## src/rtl/bwr_pkg.sv

```systemverilog
package bwr_pkg;

  localparam logic [3:0] STATUS_BLOCK_WRITE = 4'b1110;

  typedef enum logic [2:0] {
    ST_IDLE,
    ST_ROW,
    ST_RAS,
    ST_STRETCH,
    ST_COL,
    ST_CAS,
    ST_PRE
  } bwrState_e;

  typedef enum logic [1:0] {
    LAD_ZERO,
    LAD_ADDR,
    LAD_MASK
  } ladSel_e;

  typedef enum logic [1:0] {
    RCA_ZERO,
    RCA_ROW,
    RCA_COL
  } rcaSel_e;

  typedef struct packed {
    logic    load;
    logic    rasN;
    logic    casN;
    logic    weN;
    logic    trqeN;
    logic    sf;
    ladSel_e ladSel;
    rcaSel_e rcaSel;
    logic    done;
  } bwrStrobes_t;

endpackage

```

## src/rtl/bwr_ctrl.sv

```systemverilog
module bwr_ctrl
  import bwr_pkg::*;
(
  input  logic        clk,
  input  logic        rstN,
  input  logic        reqValid,
  input  logic        planeMaskZero,
  output logic        reqReady,
  output bwrStrobes_t strobes
);

  bwrState_e state;
  bwrState_e nextState;
  logic      stretchQ;
  logic      accept;

  assign reqReady = (state == ST_IDLE);
  assign accept   = reqValid && reqReady;

  always_comb begin
    nextState = state;
    case (state)
      ST_IDLE:    if (accept) nextState = ST_ROW;
      ST_ROW:     nextState = ST_RAS;
      ST_RAS:     nextState = stretchQ ? ST_STRETCH : ST_COL;
      ST_STRETCH: nextState = ST_COL;
      ST_COL:     nextState = ST_CAS;
      ST_CAS:     nextState = ST_PRE;
      ST_PRE:     nextState = ST_IDLE;
      default:    nextState = ST_IDLE;
    endcase
  end

  always_ff @(posedge clk or negedge rstN) begin
    if (!rstN) begin
      state    <= ST_IDLE;
      stretchQ <= 1'b0;
    end else begin
      state <= nextState;
      if (accept) stretchQ <= planeMaskZero;
    end
  end

  // Levels decoded from the next state; the datapath registers them.
  always_comb begin
    strobes        = '0;
    strobes.load   = accept;
    strobes.rasN   = 1'b1;
    strobes.casN   = 1'b1;
    strobes.weN    = 1'b1;
    strobes.trqeN  = 1'b1;
    strobes.sf     = 1'b0;
    strobes.ladSel = LAD_ZERO;
    strobes.rcaSel = RCA_ZERO;
    strobes.done   = (state == ST_PRE);
    case (nextState)
      ST_ROW: begin
        strobes.ladSel = LAD_ADDR;
        strobes.rcaSel = RCA_ROW;
      end
      ST_RAS: begin
        strobes.rasN   = 1'b0;
        strobes.ladSel = LAD_ADDR;
        strobes.rcaSel = RCA_ROW;
      end
      ST_STRETCH: begin
        strobes.rasN   = 1'b0;
        strobes.sf     = 1'b1;
        strobes.ladSel = LAD_ADDR;
        strobes.rcaSel = RCA_COL;
      end
      ST_COL: begin
        strobes.rasN   = 1'b0;
        strobes.sf     = 1'b1;
        strobes.ladSel = LAD_MASK;
        strobes.rcaSel = RCA_COL;
      end
      ST_CAS: begin
        strobes.rasN   = 1'b0;
        strobes.casN   = 1'b0;
        strobes.weN    = 1'b0;
        strobes.sf     = 1'b1;
        strobes.ladSel = LAD_MASK;
        strobes.rcaSel = RCA_COL;
      end
      ST_PRE: begin
        strobes.rcaSel = RCA_COL;
      end
      default: begin
      end
    endcase
  end

endmodule

```

## src/rtl/bwr_datapath.sv

```systemverilog
module bwr_datapath
  import bwr_pkg::*;
#(
  parameter int ADDR_W = 28,
  parameter int MASK_W = 32,
  parameter int RC_W   = 10,
  localparam int BUS_W = ADDR_W + 4
) (
  input  logic              clk,
  input  logic              rstN,
  input  bwrStrobes_t       strobes,
  input  logic [ADDR_W-1:0] reqAddr,
  input  logic [MASK_W-1:0] reqMask,
  output logic [BUS_W-1:0]  busLad,
  output logic [RC_W-1:0]   rowColAddr,
  output logic              rasN,
  output logic              casN,
  output logic              weN,
  output logic              trqeN,
  output logic              sf,
  output logic              done
);

  logic [ADDR_W-1:0] addrQ;
  logic [MASK_W-1:0] maskQ;
  logic [ADDR_W-1:0] addrSrc;
  logic [MASK_W-1:0] maskSrc;
  logic [BUS_W-1:0]  ladNext;
  logic [RC_W-1:0]   rcaNext;

  // On the accepting edge the captured copy is not yet loaded.
  assign addrSrc = strobes.load ? reqAddr : addrQ;
  assign maskSrc = strobes.load ? reqMask : maskQ;

  always_comb begin
    case (strobes.ladSel)
      LAD_ADDR: ladNext = {addrSrc, STATUS_BLOCK_WRITE};
      LAD_MASK: ladNext = BUS_W'(maskSrc);
      default:  ladNext = '0;
    endcase
    case (strobes.rcaSel)
      RCA_ROW: rcaNext = addrSrc[2*RC_W-1:RC_W];
      RCA_COL: rcaNext = addrSrc[RC_W-1:0];
      default: rcaNext = '0;
    endcase
  end

  always_ff @(posedge clk or negedge rstN) begin
    if (!rstN) begin
      addrQ      <= '0;
      maskQ      <= '0;
      busLad     <= '0;
      rowColAddr <= '0;
      rasN       <= 1'b1;
      casN       <= 1'b1;
      weN        <= 1'b1;
      trqeN      <= 1'b1;
      sf         <= 1'b0;
      done       <= 1'b0;
    end else begin
      if (strobes.load) begin
        addrQ <= reqAddr;
        maskQ <= reqMask;
      end
      busLad     <= ladNext;
      rowColAddr <= rcaNext;
      rasN       <= strobes.rasN;
      casN       <= strobes.casN;
      weN        <= strobes.weN;
      trqeN      <= strobes.trqeN;
      sf         <= strobes.sf;
      done       <= strobes.done;
    end
  end

endmodule

```

## src/rtl/bwr_sequencer.sv

```systemverilog
module bwr_sequencer
  import bwr_pkg::*;
#(
  parameter int ADDR_W = 28,
  parameter int NDEV   = 8,
  parameter int RC_W   = 10,
  parameter int PM_W   = 16,
  localparam int MASK_W = 4 * NDEV,
  localparam int BUS_W  = ADDR_W + 4
) (
  input  logic              clk,
  input  logic              rstN,
  input  logic              reqValid,
  input  logic [ADDR_W-1:0] reqAddr,
  input  logic [MASK_W-1:0] reqMask,
  input  logic [PM_W-1:0]   reqPlaneMask,
  output logic              reqReady,
  output logic [BUS_W-1:0]  busLad,
  output logic [RC_W-1:0]   rowColAddr,
  output logic              rasN,
  output logic              casN,
  output logic              weN,
  output logic              trqeN,
  output logic              sf,
  output logic              done
);

  bwrStrobes_t strobes;

  bwr_ctrl u_ctrl (
    .clk           (clk),
    .rstN          (rstN),
    .reqValid      (reqValid),
    .planeMaskZero (reqPlaneMask == '0),
    .reqReady      (reqReady),
    .strobes       (strobes)
  );

  bwr_datapath #(
    .ADDR_W (ADDR_W),
    .MASK_W (MASK_W),
    .RC_W   (RC_W)
  ) u_dp (
    .clk        (clk),
    .rstN       (rstN),
    .strobes    (strobes),
    .reqAddr    (reqAddr),
    .reqMask    (reqMask),
    .busLad     (busLad),
    .rowColAddr (rowColAddr),
    .rasN       (rasN),
    .casN       (casN),
    .weN        (weN),
    .trqeN      (trqeN),
    .sf         (sf),
    .done       (done)
  );

endmodule

```

## config.mk

```make
export PLATFORM = sky130hd
export DESIGN_NAME = bwr_sequencer
export DESIGN_NICKNAME = d
export VERILOG_FILES = /design/src/rtl/bwr_pkg.sv /design/src/rtl/bwr_ctrl.sv /design/src/rtl/bwr_datapath.sv /design/src/rtl/bwr_sequencer.sv
export SDC_FILE = /design/constraint.sdc
export NUM_CORES = 1
export LEC_CHECK = 0
export BUFFER_PORTS_ARGS = -buffer_cell sky130_fd_sc_hd__buf_2
export CAP_MARGIN = 0
export CORE_MARGIN = 1
export CORE_UTILIZATION = 51
export CTS_BUF_LIST = sky130_fd_sc_hd__clkbuf_16
export DETAILED_ROUTE_END_ITERATION = 16
export PLACE_DENSITY = 0.88
export RECOVER_POWER = 100
export SLEW_MARGIN = 20
export SYNTH_ARGS = -nofsm -noshare
export SYNTH_HDL_FRONTEND = slang
export SYNTH_SLANG_ARGS = --single-unit
```

## constraint.sdc

```tcl
create_clock -name clk -period 2.9 [get_ports clk]
set_clock_uncertainty 0.2 [all_clocks]
set_input_delay 0.435 -clock clk [delete_from_list [all_inputs] [get_ports clk]]
set_output_delay 0.435 -clock clk [all_outputs]
set_load 0.05 [all_outputs]
```

After elaboration in Yosys (flattened, before gate mapping)
Index checks and enable logic that the tools add are counted.
Storage, ports and cells
  output and inout port bits: 49
  bits in registers: 111
Cells by class
  equal/unequal tests: 16
  muxes and demuxes: 12
  reductions and logical operators: 9
Operators by type and width (count)
  $pmux W32 S2: 1
  $mux W32: 1
  $mux W28: 1
  $pmux W10 S2: 1
  $eq A3 B3 Y1 const B: 6
  $pmux W3 S6: 1
  $logic_not A16 Y1: 1
  $eq A3 B2 Y1 const B: 4
  $pmux W2 S2: 2
  $reduce_or A4 Y1: 2
  $eq A3 B1 Y1 const B: 2
  $mux W3: 2
  $reduce_or A3 Y1: 2
  $eq A2 B1 Y1 const B: 2
  $eq A2 B2 Y1 const B: 2
  $reduce_or A2 Y1: 2
  $logic_not A3 Y1: 1
  $mux W1: 2
  $mux W2: 1
  $logic_and A1 B1 Y1: 1

Logic depth before layout (Yosys ltp)
Gate-level depths: netlist of the first run.
  word-level depth: 9
  depth in mapped cells: 9

Hierarchy
From an unflattened synthesis of the first run, not the netlist that was laid out.
Second synthesis, totals
  cell total of the unflattened synthesis: 310
  area total of the unflattened synthesis: 4441.8 um2
Modules (own cells, without submodules)
  bwr_datapath: sequential area each 2707.6 um2, area each 4016.4 um2, cells an instance 259, instances 1
  bwr_ctrl: sequential area each 100.1 um2, area each 391.6 um2, cells an instance 46, instances 1
  bwr_sequencer: sequential area each 0.0 um2, area each 33.8 um2, cells an instance 5, instances 1

Worst setup path after synthesis of the first run
No wires, ideal clock.
  path kind: register -> register
  from: register u_ctrl.state[2]
  to: register u_dp.busLad[12]
  stages on the path, launching flop included: 9
  slack: 422 ps
  data arrival time: 2200 ps
  cell sequence: dfrtp_1 -> clkbuf_1 -> nand2b_1 -> o21ai_0 -> o21ba_2 -> ha_1 -> nor2b_1 -> clkbuf_1 -> o2bb2ai_1
Between the ends
  cells in the longest elaborated chain, start to end: 9
RTL lines
  start, declared: RTL line bwr_ctrl.sv:12  | bwrState_e state;
  start signal, assigned: RTL line bwr_ctrl.sv:39  | state <= nextState;
  $logic_not A3 Y1: RTL line bwr_ctrl.sv:17, bwr_ctrl.sv:22
  $logic_and A1 B1 Y1: RTL line bwr_ctrl.sv:18  | assign accept = reqValid && reqReady;
  $mux W3: RTL line bwr_ctrl.sv:23  | ST_IDLE: if (accept) nextState = ST_ROW;
  $pmux W3 S6 (*): RTL line bwr_ctrl.sv:22  | case (state)
  net u_ctrl.nextState[2]: RTL line bwr_ctrl.sv:13  | bwrState_e nextState;
  $eq A3 B1 Y1 (tied with other cells): RTL line bwr_ctrl.sv:56  | case (nextState)
  $reduce_or A3 Y1 (no line) / $reduce_or A2 Y1 (equally long branches)
  $pmux W2 S2 (*): RTL line bwr_ctrl.sv:56
  $eq A2 B2 Y1 / $eq A2 B1 Y1 (equally long branches): RTL line bwr_datapath.sv:36  | case (strobes.ladSel)
  $pmux W32 S2 (*): RTL line bwr_datapath.sv:36
  net u_dp.ladNext[12]: RTL line bwr_datapath.sv:28  | logic [BUS_W-1:0] ladNext;
  end signal, assigned: RTL line bwr_datapath.sv:65  | busLad <= ladNext;
  end, declared: RTL line bwr_datapath.sv:14  | output logic [BUS_W-1:0] busLad,
Mark *: on every way through the listed nets, which the timed path passes. The rest lies on a longest branch.
A chain may end at the register's enable or synchronous reset.

Worst setup path after layout of the first run
  from: register u_ctrl.state[2]
  to: register u_dp.busLad[14]
Same word-level chain as after synthesis.

==> impl_metrics.ini, run 1 <==
[sta]
finalSetupTns_ns = 0
rsz0062_at_grt = false
max-slew-margin-rel_pct = 31.6
max_freq_mhz = 383
period_share_pct = 90.1
worst_pin_slew_ns = 1.03
final_max_slew_viol_count = 0
setup_viol = 0
finalHoldViolations = 0
fin_crit_ns = 2.61

[finish]
register_area_um2 = 2760
syn2layout_area_growth_pct = 21.7
n_fill_cell = 607
drive_above_1_share_pct = 27.5
antenna_cells = 0
utilization_pct = 65.4
fin_nets = 503
multiInputGateArea_um2 = 1260

[logic_synthesis]
syn_nets = 379
synth_fa_ha_area_share_pct = 1.18
synthCells = 296
synth-xor-area-share_pct = 0.207
synth_warnings = 0
synthFlopType = dfrtp_1
synth-edff-count = 0
synth.avg_cell_area_um2 = 14.3
synth_common_cells = 108 x dfrtp_1, 40 x mux2_2, 25 x inv_1
ys_types = 32
synth_top_area_cell = dfrtp_1
synth-async-reset-ratio_pct = 100
synthSimpleGateAreaFrac_pct = 3.78
synth_compound_area_share_pct = 9.24
synth_top_family_by_area = multiplexers
synthMuxAreaShare_pct = 15.6
synth.most_common_cell = dfrtp_1
synth.area.top_cells = dfrtp_1 64%, mux2_2 11%, mux2i_1 5.0%
synth_top_area_share_pct = 63.8
ys_ff_latch = 110
syn_area_um2 = 4240
yosysSeqAreaShare_pct = 65.0

[clocking]
clockBufferDepth = 2
cts_tree = done
cts.sinks = 110
ctsHtreeMaxLevel = 3
clock_latency_ns = 0.34
clk_pin_slew_ns = 0.08
numCtsBuffers = 9
post_cts_buffers = 0
clockRootBuffer = clkbuf_16

[routing]
drc = 0
avgRoutedWirePerCell_um = 16.2
dr.pass1.iters = 4
initialDrtViolationCount = 117
drtAntennaViolNets = 0
finalWirelength_um = 8560
dr_total_vias = 2781
viasPerCell = 5.28

[placed_design]
dp_hpwl_um = 5940
globalplace.congestion = 0.751
io_buffers = 126

[grt]
grt_overflow = 0
grt_max_degree = 69
antenna_found_initial = 0
grt_pass1_wl_um = 14100
groute.usage.overall_pct = 21.3
grt_pass1_vias = 2893

[power_and_ir_drop]
power.leakage_nw = 2.44
power_mw = 5.99
ir_drop_uv = 517
p_per_area_nw_per_um2 = 1160

[worst_setup_path]
cp-endpoint = u_dp.busLad[14]
critPathLaunchType = flop
critical_path_peak_fanout = 20
r2r_end = u_dp.busLad[14]
worst_ep_arrival_time_ns = 2.68
critical_path.startpoint = u_ctrl.state[2]
reg2reg_from = u_ctrl.state[2]
criticalPathCategory = flop to flop
rrSetupSlack_ns = 0.29
crit_path_end_kind = flop
r2r_cells = 8
cp.required_ns = 2.96

[floorplan]
num_rows = 32
core_um2 = 7890
start_util_pct = 53.7
die_area_um2 = 8680
die_y_um = 93.1
ioPinCount = 128
chipWidth_um = 93.1

[job]
maxCapViolations = 0

[min_path]
hold_path.class = primary input to flop
hold_depth = 2

[outcome]
outcome = complete, no violations
[cells in the final DEF (no fill, tap or decap), drive strengths merged, types with 4 or more instances in the layout]
cell | synthesis | layout
a32o | 8 | 8
buf | 12 | 82
clkbuf | 8 | 59
dfrtp | 108 | 108
ha | 4 | 4
inv | 25 | 29
mux2 | 40 | 40
mux2i | 21 | 21
nand2 | 5 | 5
nand2b | 6 | 6
nor4 | 4 | 4
o22ai | 10 | 10
o2bb2ai | 20 | 20
[registers in the layout, summed over array words and instances, names as in the netlist]
register         count
u_ctrl.state         3
u_ctrl.stretchQ      1
u_dp.rowColAddr     10
u_dp.maskQ          32
u_dp.addrQ          28
u_dp.sf              1
u_dp.done            1
u_dp.rasN            1
u_dp.casN            1
u_dp.busLad         32
[cell type report]
cell class                      count  area share (%)
Clock buffer                        9            4.37
Clock inverter                      7            1.12
Inverter                           25            1.82
Multi-Input combinational cell    141            24.5
Sequential cell                   110            53.4
Tap cell                          102            2.47
Timing Repair Buffer              133            12.3
[stage by stage]
stage / instances / cell area [um2] / setup slack (ns) / hold WS (ns)
after floorplan: 296 / 4240 / 0.422 / -0.0606
after global placement: 510 / 4940 / 0.302 / 0.242
after detailed placement: 510 / 4940 / 0.129 / 0.250
after CTS: 527 / 5240 / 0.115 / 0.134
after global routing: 527 / 5160 / 0.0599 / 0.142
final: 527 / 5160 / 0.286 / 0.136
[layer usage]
metal,routed length [um],global-route usage (%)
met2,4360,35.5
met1,3640,28.3
met4,112,8.21
met3,445,3.33
met5,0,0
[power breakdown]
part	internal, mW	switching (mW)
logic	0.854	1.64
registers	2.15	0.194
clock network	0.595	0.559
[worst min-delay path by stage]
| stage | startpoint | slack [ns] | end |
|---|---|---|---|
| floorplan | rstN | -0.06 | u_ctrl.state[0] |
| global placement | rstN | 0.24 | u_dp.maskQ[15] |
| detailed placement | rstN | 0.25 | u_dp.maskQ[15] |
| CTS | reqMask[20] | 0.13 | u_dp.maskQ[20] |
| global route | reqMask[20] | 0.14 | u_dp.maskQ[20] |
| finish | reqMask[11] | 0.14 | u_dp.maskQ[11] |
[repair_timing]
action | CTS | global route
gates resized for setup | 0 | 1
hold buffers | 1 | 0
hold endpoints to repair | 42 | 0
setup endpoints to repair | 0 | 20
[kinds of logic (layout without fill, tap and decap cells)]
group                    Yosys count  after routing
AND/OR/NAND/NOR                   26             26
multiplexers                      61             61
other                              1              1
AO/OA/AOI/OAI                     48             48
XOR/XNOR                           1              1
adder cells (fa/ha/maj)            4              4
flip-flops                       110            110
buffers and inverters             45            174
[worst max-delay path: stages (launching register included)]
cell and delay [ns]:
dfrtp_1 0.49, nand2b_1 0.23, o21ai_1 0.28, o21ba_2 0.21, ha_1 0.30, inv_1 0.32, nand2_1 0.10, buf_4 0.23
o2bb2ai_1 0.19
No activity file was read; power rests on OpenSTA's default activity.
==> inputs of run 2 (changes only) <==
--- a/config.mk
+++ b/config.mk
@@ -8,11 +8,11 @@
 export BUFFER_PORTS_ARGS = -buffer_cell sky130_fd_sc_hd__buf_2
 export CAP_MARGIN = 0
 export CORE_MARGIN = 1
-export CORE_UTILIZATION = 51
+export CORE_UTILIZATION = 45
 export CTS_BUF_LIST = sky130_fd_sc_hd__clkbuf_16
 export DETAILED_ROUTE_END_ITERATION = 16
-export PLACE_DENSITY = 0.88
-export RECOVER_POWER = 100
+export PLACE_DENSITY = 0.71
+export RECOVER_POWER = 50
 export SLEW_MARGIN = 20
 export SYNTH_ARGS = -nofsm -noshare
 export SYNTH_HDL_FRONTEND = slang
==> run 2 against run 1 <==
  * Cell count up 1.9%
  * Routed wire length up 0.19%
  * First-iteration DRC count down 44%
  * Clock power about the same
  * Sequential share of layout area down 0.50 points
  * Critical path type unchanged
  * Power up 0.90%
  * Global-route usage down 2.7 points
  * Core utilization down 8.8 points
  * Worst hold slack better by 0.0059 ns
==> impl_metrics.ini, run 2 (synthesis results as in run 1) <==
[worst_setup_path]
critPathLaunchType = flop
rrSetupSlack_ns = 0.24
r2r_cells = 8
worst_ep_arrival_time_ns = 2.72
r2r_end = u_dp.busLad[18]
criticalPathCategory = flop to flop
critical_path_peak_fanout = 20
reg2reg_from = u_ctrl.state[2]
crit_path_end_kind = flop
cp.required_ns = 2.96

[grt]
groute.usage.overall_pct = 18.7
grt_pass1_vias = 2716
antenna_found_initial = 0
grt_pass1_wl_um = 13800
grt_max_degree = 58
grt_overflow = 0

[power_and_ir_drop]
ir_drop_uv = 450
power.leakage_nw = 2.55
p_per_area_nw_per_um2 = 1160

[routing]
dr.max_layer_used = met4
viasPerCell = 5.11
initialDrtViolationCount = 66
finalWirelength_um = 8570
drc = 0
met3_length_um = 560
dr.pass1.iters = 4
dr_total_vias = 2742
avgRoutedWirePerCell_um = 16.0
m1WireLength_um = 3940
wl_met2_um = 3910
drtAntennaViolNets = 0

[clocking]
cts_tree = done
clock_latency_ns = 0.34
clockBufferDepth = 2
cts.sinks = 110
clk_pin_slew_ns = 0.07
clockRootBuffer = clkbuf_16
numCtsBuffers = 9
ctsHtreeMaxLevel = 3
post_cts_buffers = 0

[finish]
syn2layout_area_growth_pct = 22.9
final_cell_mix = 108 x buf_2, 108 x dfrtp_1, 40 x mux2_2
drive_above_1_share_pct = 41.1
antenna_cells = 0
fin_nets = 504
reg_top3 = u_dp.busLad: 32 flops, u_dp.maskQ: 32 flops, u_dp.addrQ: 28 flops

[floorplan]
ioPinCount = 128
start_util_pct = 46.1
die_area_um2 = 9810
num_rows = 35
chipWidth_um = 99.0
die_y_um = 99.0
core_um2 = 9200

[min_path]
holdPathEnd = u_dp.maskQ[0]
hold_depth = 2
min_from = reqMask[0]
hold_path.class = primary input to flop

[sta]
finalSetupTns_ns = 0
hold_ws_ns = 0.142
max_freq_mhz = 377
period_share_pct = 91.6
worst_pin_slew_ns = 0.972
setup_viol = 0
final_max_slew_viol_count = 0
max-slew-margin-rel_pct = 35.2
rsz0062_at_grt = false
finalHoldViolations = 0
fin_crit_ns = 2.66

[placed_design]
dp_hpwl_um = 5790
io_buffers = 126
globalplace.congestion = 0.790

[outcome]
outcome = complete, no violations

[job]
maxCapViolations = 0
## run 2: changes by cell type in the layout (fill, tap and decap cells not counted), sizes merged
cell    previous run  this run
buf               82       113
inv               29        27
clkinv             2         4
clkbuf            59        29
## run 2: report_power, final
part           switching, mW  total (mW)  internal [mW]  leakage (nW)
Clock                  0.539        1.12          0.584         0.134
Sequential             0.199        2.35           2.15          1.38
Combinational           1.63        2.58          0.944          1.04
## run 2: worst max-delay path by stage
stage | start | endpoint | slack, ns | depth (start not counted)
6_report | u_ctrl.state[2] | u_dp.busLad[18] | 0.24 | 8
5_1_grt | u_ctrl.state[2] | u_dp.busLad[20] | 0.09 | 8
4_1_cts | u_ctrl.state[2] | u_dp.busLad[20] | 0.11 | 8
3_5_place_dp | u_ctrl.state[2] | u_dp.busLad[20] | 0.14 | 8
3_3_place_gp | u_ctrl.state[2] | u_dp.busLad[18] | 0.28 | 8
2_1_floorplan | u_ctrl.state[2] | u_dp.busLad[12] | 0.42 | 8
## run 2: final cells by class
type	instances	area, um2
clock buffers	9	225
inverters	25	93.8
well taps	111	139
flip-flops and latches	110	2760
fillers	785	3990
clock inverters	7	47.5
multi-input cells	141	1280
repair buffers	134	668
## run 2: metal layers
metal,up-vias,global-route usage [%]
met5,-,0
li1,1284,-
met3,14,5.18
met4,0,7.23
met2,97,28.2
met1,1347,25.7
## run 2: what timing repair did
action	CTS	global route
setup endpoints to repair	0	17
hold buffers	1	0
gates resized for setup	0	1
hold endpoints to repair	17	0
## run 2: per-stage QoR
stage                     total power [mW]  std cells  setup slack (ns)  cell area [um2]  util, %
after floorplan                       4.36        296             0.422             4240        -
after global placement                4.89        520             0.284             4960     54.0
after detailed placement              5.00        520             0.140             4960     54.0
after CTS                             6.13        537             0.108             5250     57.0
after global routing                  6.45        537            0.0881             5210     56.6
final                                 6.05        537             0.244             5210     56.6
## run 2: critical path, stage by stage (launching register included)
cell and delay (ns):
dfrtp_1 0.53, nand2b_1 0.25, o21ai_1 0.28, o21ba_2 0.21, ha_1 0.29, inv_1 0.32
nand2_1 0.09, buf_4 0.23, o2bb2ai_1 0.18
==> inputs of run 3 (changes only) <==
--- a/config.mk
+++ b/config.mk
@@ -11,6 +11,7 @@
 export CORE_UTILIZATION = 45
 export CTS_BUF_LIST = sky130_fd_sc_hd__clkbuf_16
 export DETAILED_ROUTE_END_ITERATION = 16
+export GPL_TIMING_DRIVEN = 0
 export PLACE_DENSITY = 0.71
 export RECOVER_POWER = 50
 export SLEW_MARGIN = 20
==> run 3 against run 2 <==
  * Via count up 3.2%
  * Sequential share of layout area fell by 0.86 points
  * Largest power group unchanged
  * Non-clock buffer count increased by 14
  * Combinational power rose by 5%
  * Maximum frequency decreased by 2.7%
==> impl_metrics.ini, run 3 (synthesis results as in run 1) <==
[outcome]
outcome = complete, no violations

[power_and_ir_drop]
switching_share_pct = 39.5
pwr-share-seq_pct = 37.3
power_frac_comb_pct = 44.0
p_clk_share_pct = 18.7
switchingPower_mw = 2.43
ir_drop_uv = 461
p_int_mw = 3.72
p_per_area_nw_per_um2 = 1160
power.leakage_nw = 2.57

[worst_setup_path]
crit_path_top_delay_cell = dfrtp_1
critical_path_peak_fanout = 10
critPathLaunchType = flop
cp.buffers_inverters = 2
cp.required_ns = 2.96
criticalPathCategory = flop to flop
max_stage_delay_ns = 0.41
worstPathCellList = clkbuf_1 > nand2b_1 > o21ai_1 > o21ba_2 > ha_1 > nor2b_1 > clkbuf_2 > o2bb2ai_1
crit_path_end_kind = flop
worst_ep_arrival_time_ns = 2.79
crit_family = compound AO/OA/AOI/OAI gates

[sta]
final_max_slew_viol_count = 0
setup_viol = 0
fin_crit_ns = 2.73
rsz0062_at_grt = false
finalHoldViolations = 0
finalSetupTns_ns = 0
worst_slack_ns = 0.170
max-slew-margin-rel_pct = 3.17
worst_pin_slew_ns = 1.45
period_share_pct = 94.1
max_freq_mhz = 366

[job]
maxCapViolations = 0

[clocking]
cts.sinks = 110
clockRootBuffer = clkbuf_16
clockBufferDepth = 2
cts_tree = done
clk_pin_slew_ns = 0.08
clock_latency_ns = 0.34
numCtsBuffers = 9
ctsHtreeMaxLevel = 3

[routing]
drc = 0
viasPerCell = 5.13
dr.pass1.iters = 4
met3_length_um = 552
m1WireLength_um = 3970
avgRoutedWirePerCell_um = 16.0
wl_met2_um = 4240
initialDrtViolationCount = 63
finalWirelength_um = 8840
drtAntennaViolNets = 0
dr_total_vias = 2829
dr.max_layer_used = met4

[finish]
antenna_cells = 0
syn2layout_area_growth_pct = 24.9
final_cell_mix = 108 x dfrtp_1, 100 x buf_2, 40 x mux2_2
reg_top3 = u_dp.busLad: 32 flops, u_dp.maskQ: 32 flops, u_dp.addrQ: 28 flops
final_cell_area_um2 = 5290
n_fill_cell = 795
layout_commonest_cell = dfrtp_1
fin_nets = 518
drive_above_1_share_pct = 38.9

[grt]
grt_overflow = 0
groute.usage.overall_pct = 19.2
antenna_found_initial = 0
grt_pass1_wl_um = 14200
grt_max_degree = 60
grt_pass1_vias = 2842

[floorplan]
num_rows = 35
start_util_pct = 46.1
die_y_um = 99.0
chipWidth_um = 99.0
die_area_um2 = 9810
ioPinCount = 128
core_um2 = 9200

[placed_design]
dpl_cell_area_um2 = 5040
place_ws_ns = -0.196
globalplace.congestion = 0.757
dp_hpwl_um = 6310
io_buffers = 126

[min_path]
hold_path.class = primary input to flop
[run 3: layout make-up]
cell class                 instances  area [um2]  area share [%]
sequential                       110        2760            52.1
inverter                          25        93.8            1.77
multi-input combinational        141        1270            24.1
tap                              111         139            2.62
buffer                            20         114            2.15
clock buffer                       9         225            4.26
clock inverter                     7        57.6            1.09
timing repair buffer             128         633            12.0
[run 3: what timing repair did]
action                     4_1_cts  5_1_grt
gates resized for setup          4        2
gates cloned                     0        0
setup endpoints to repair       30        5
hold endpoints to repair        58        0
buffers inserted                 0        0
hold buffers                     1        0
[run 3: through the flow]
stage | util (%) | hold WS, ns | cells | power [mW]
2_1_floorplan | - | -0.0606 | 296 | 4.36
3_3_place_gp | 54.4 | 0.278 | 533 | 4.99
3_5_place_dp | 54.8 | 0.244 | 534 | 5.09
4_1_cts | 58.0 | 0.128 | 551 | 6.25
5_1_grt | 57.6 | 0.130 | 551 | 6.55
6_report | 57.6 | 0.135 | 551 | 6.15
[run 3: per-layer routing]
metal,track usage (%),vias to the layer above
met5,0,-
met4,5.51,0
met3,4.82,8
met2,31.6,91
met1,25.2,1412
li1,-,1318
[run 3: worst paths after layout]
check | startpoint | endpoint | slack, ns | cells past startpoint
worst max-delay path | u_ctrl.state[2] | u_dp.busLad[6] | 0.17 | 8
worst min-delay path | reqMask[10] | u_dp.maskQ[10] | 0.13 | 2
worst max register to register | u_ctrl.state[2] | u_dp.busLad[6] | 0.17 | 8
worst min register to register | u_dp.maskQ[0] | u_dp.maskQ[0] | 0.30 | 1
max in group asynchronous | rstN | u_dp.casN | 0.76 | 3
min in group asynchronous | rstN | u_dp.addrQ[6] | 0.78 | 2
[run 3: power groups by stage]
| stage | logic [mW] | registers, mW | clock network, mW |
|---|---|---|---|
| floorplan | 1.63 | 2.73 | 0 |
| detailed placement | 2.76 | 2.33 | 0 |
| CTS | 2.77 | 2.30 | 1.18 |
| finish | 2.70 | 2.29 | 1.15 |
| global route | 2.95 | 2.35 | 1.25 |
| global placement | 2.68 | 2.30 | 0 |
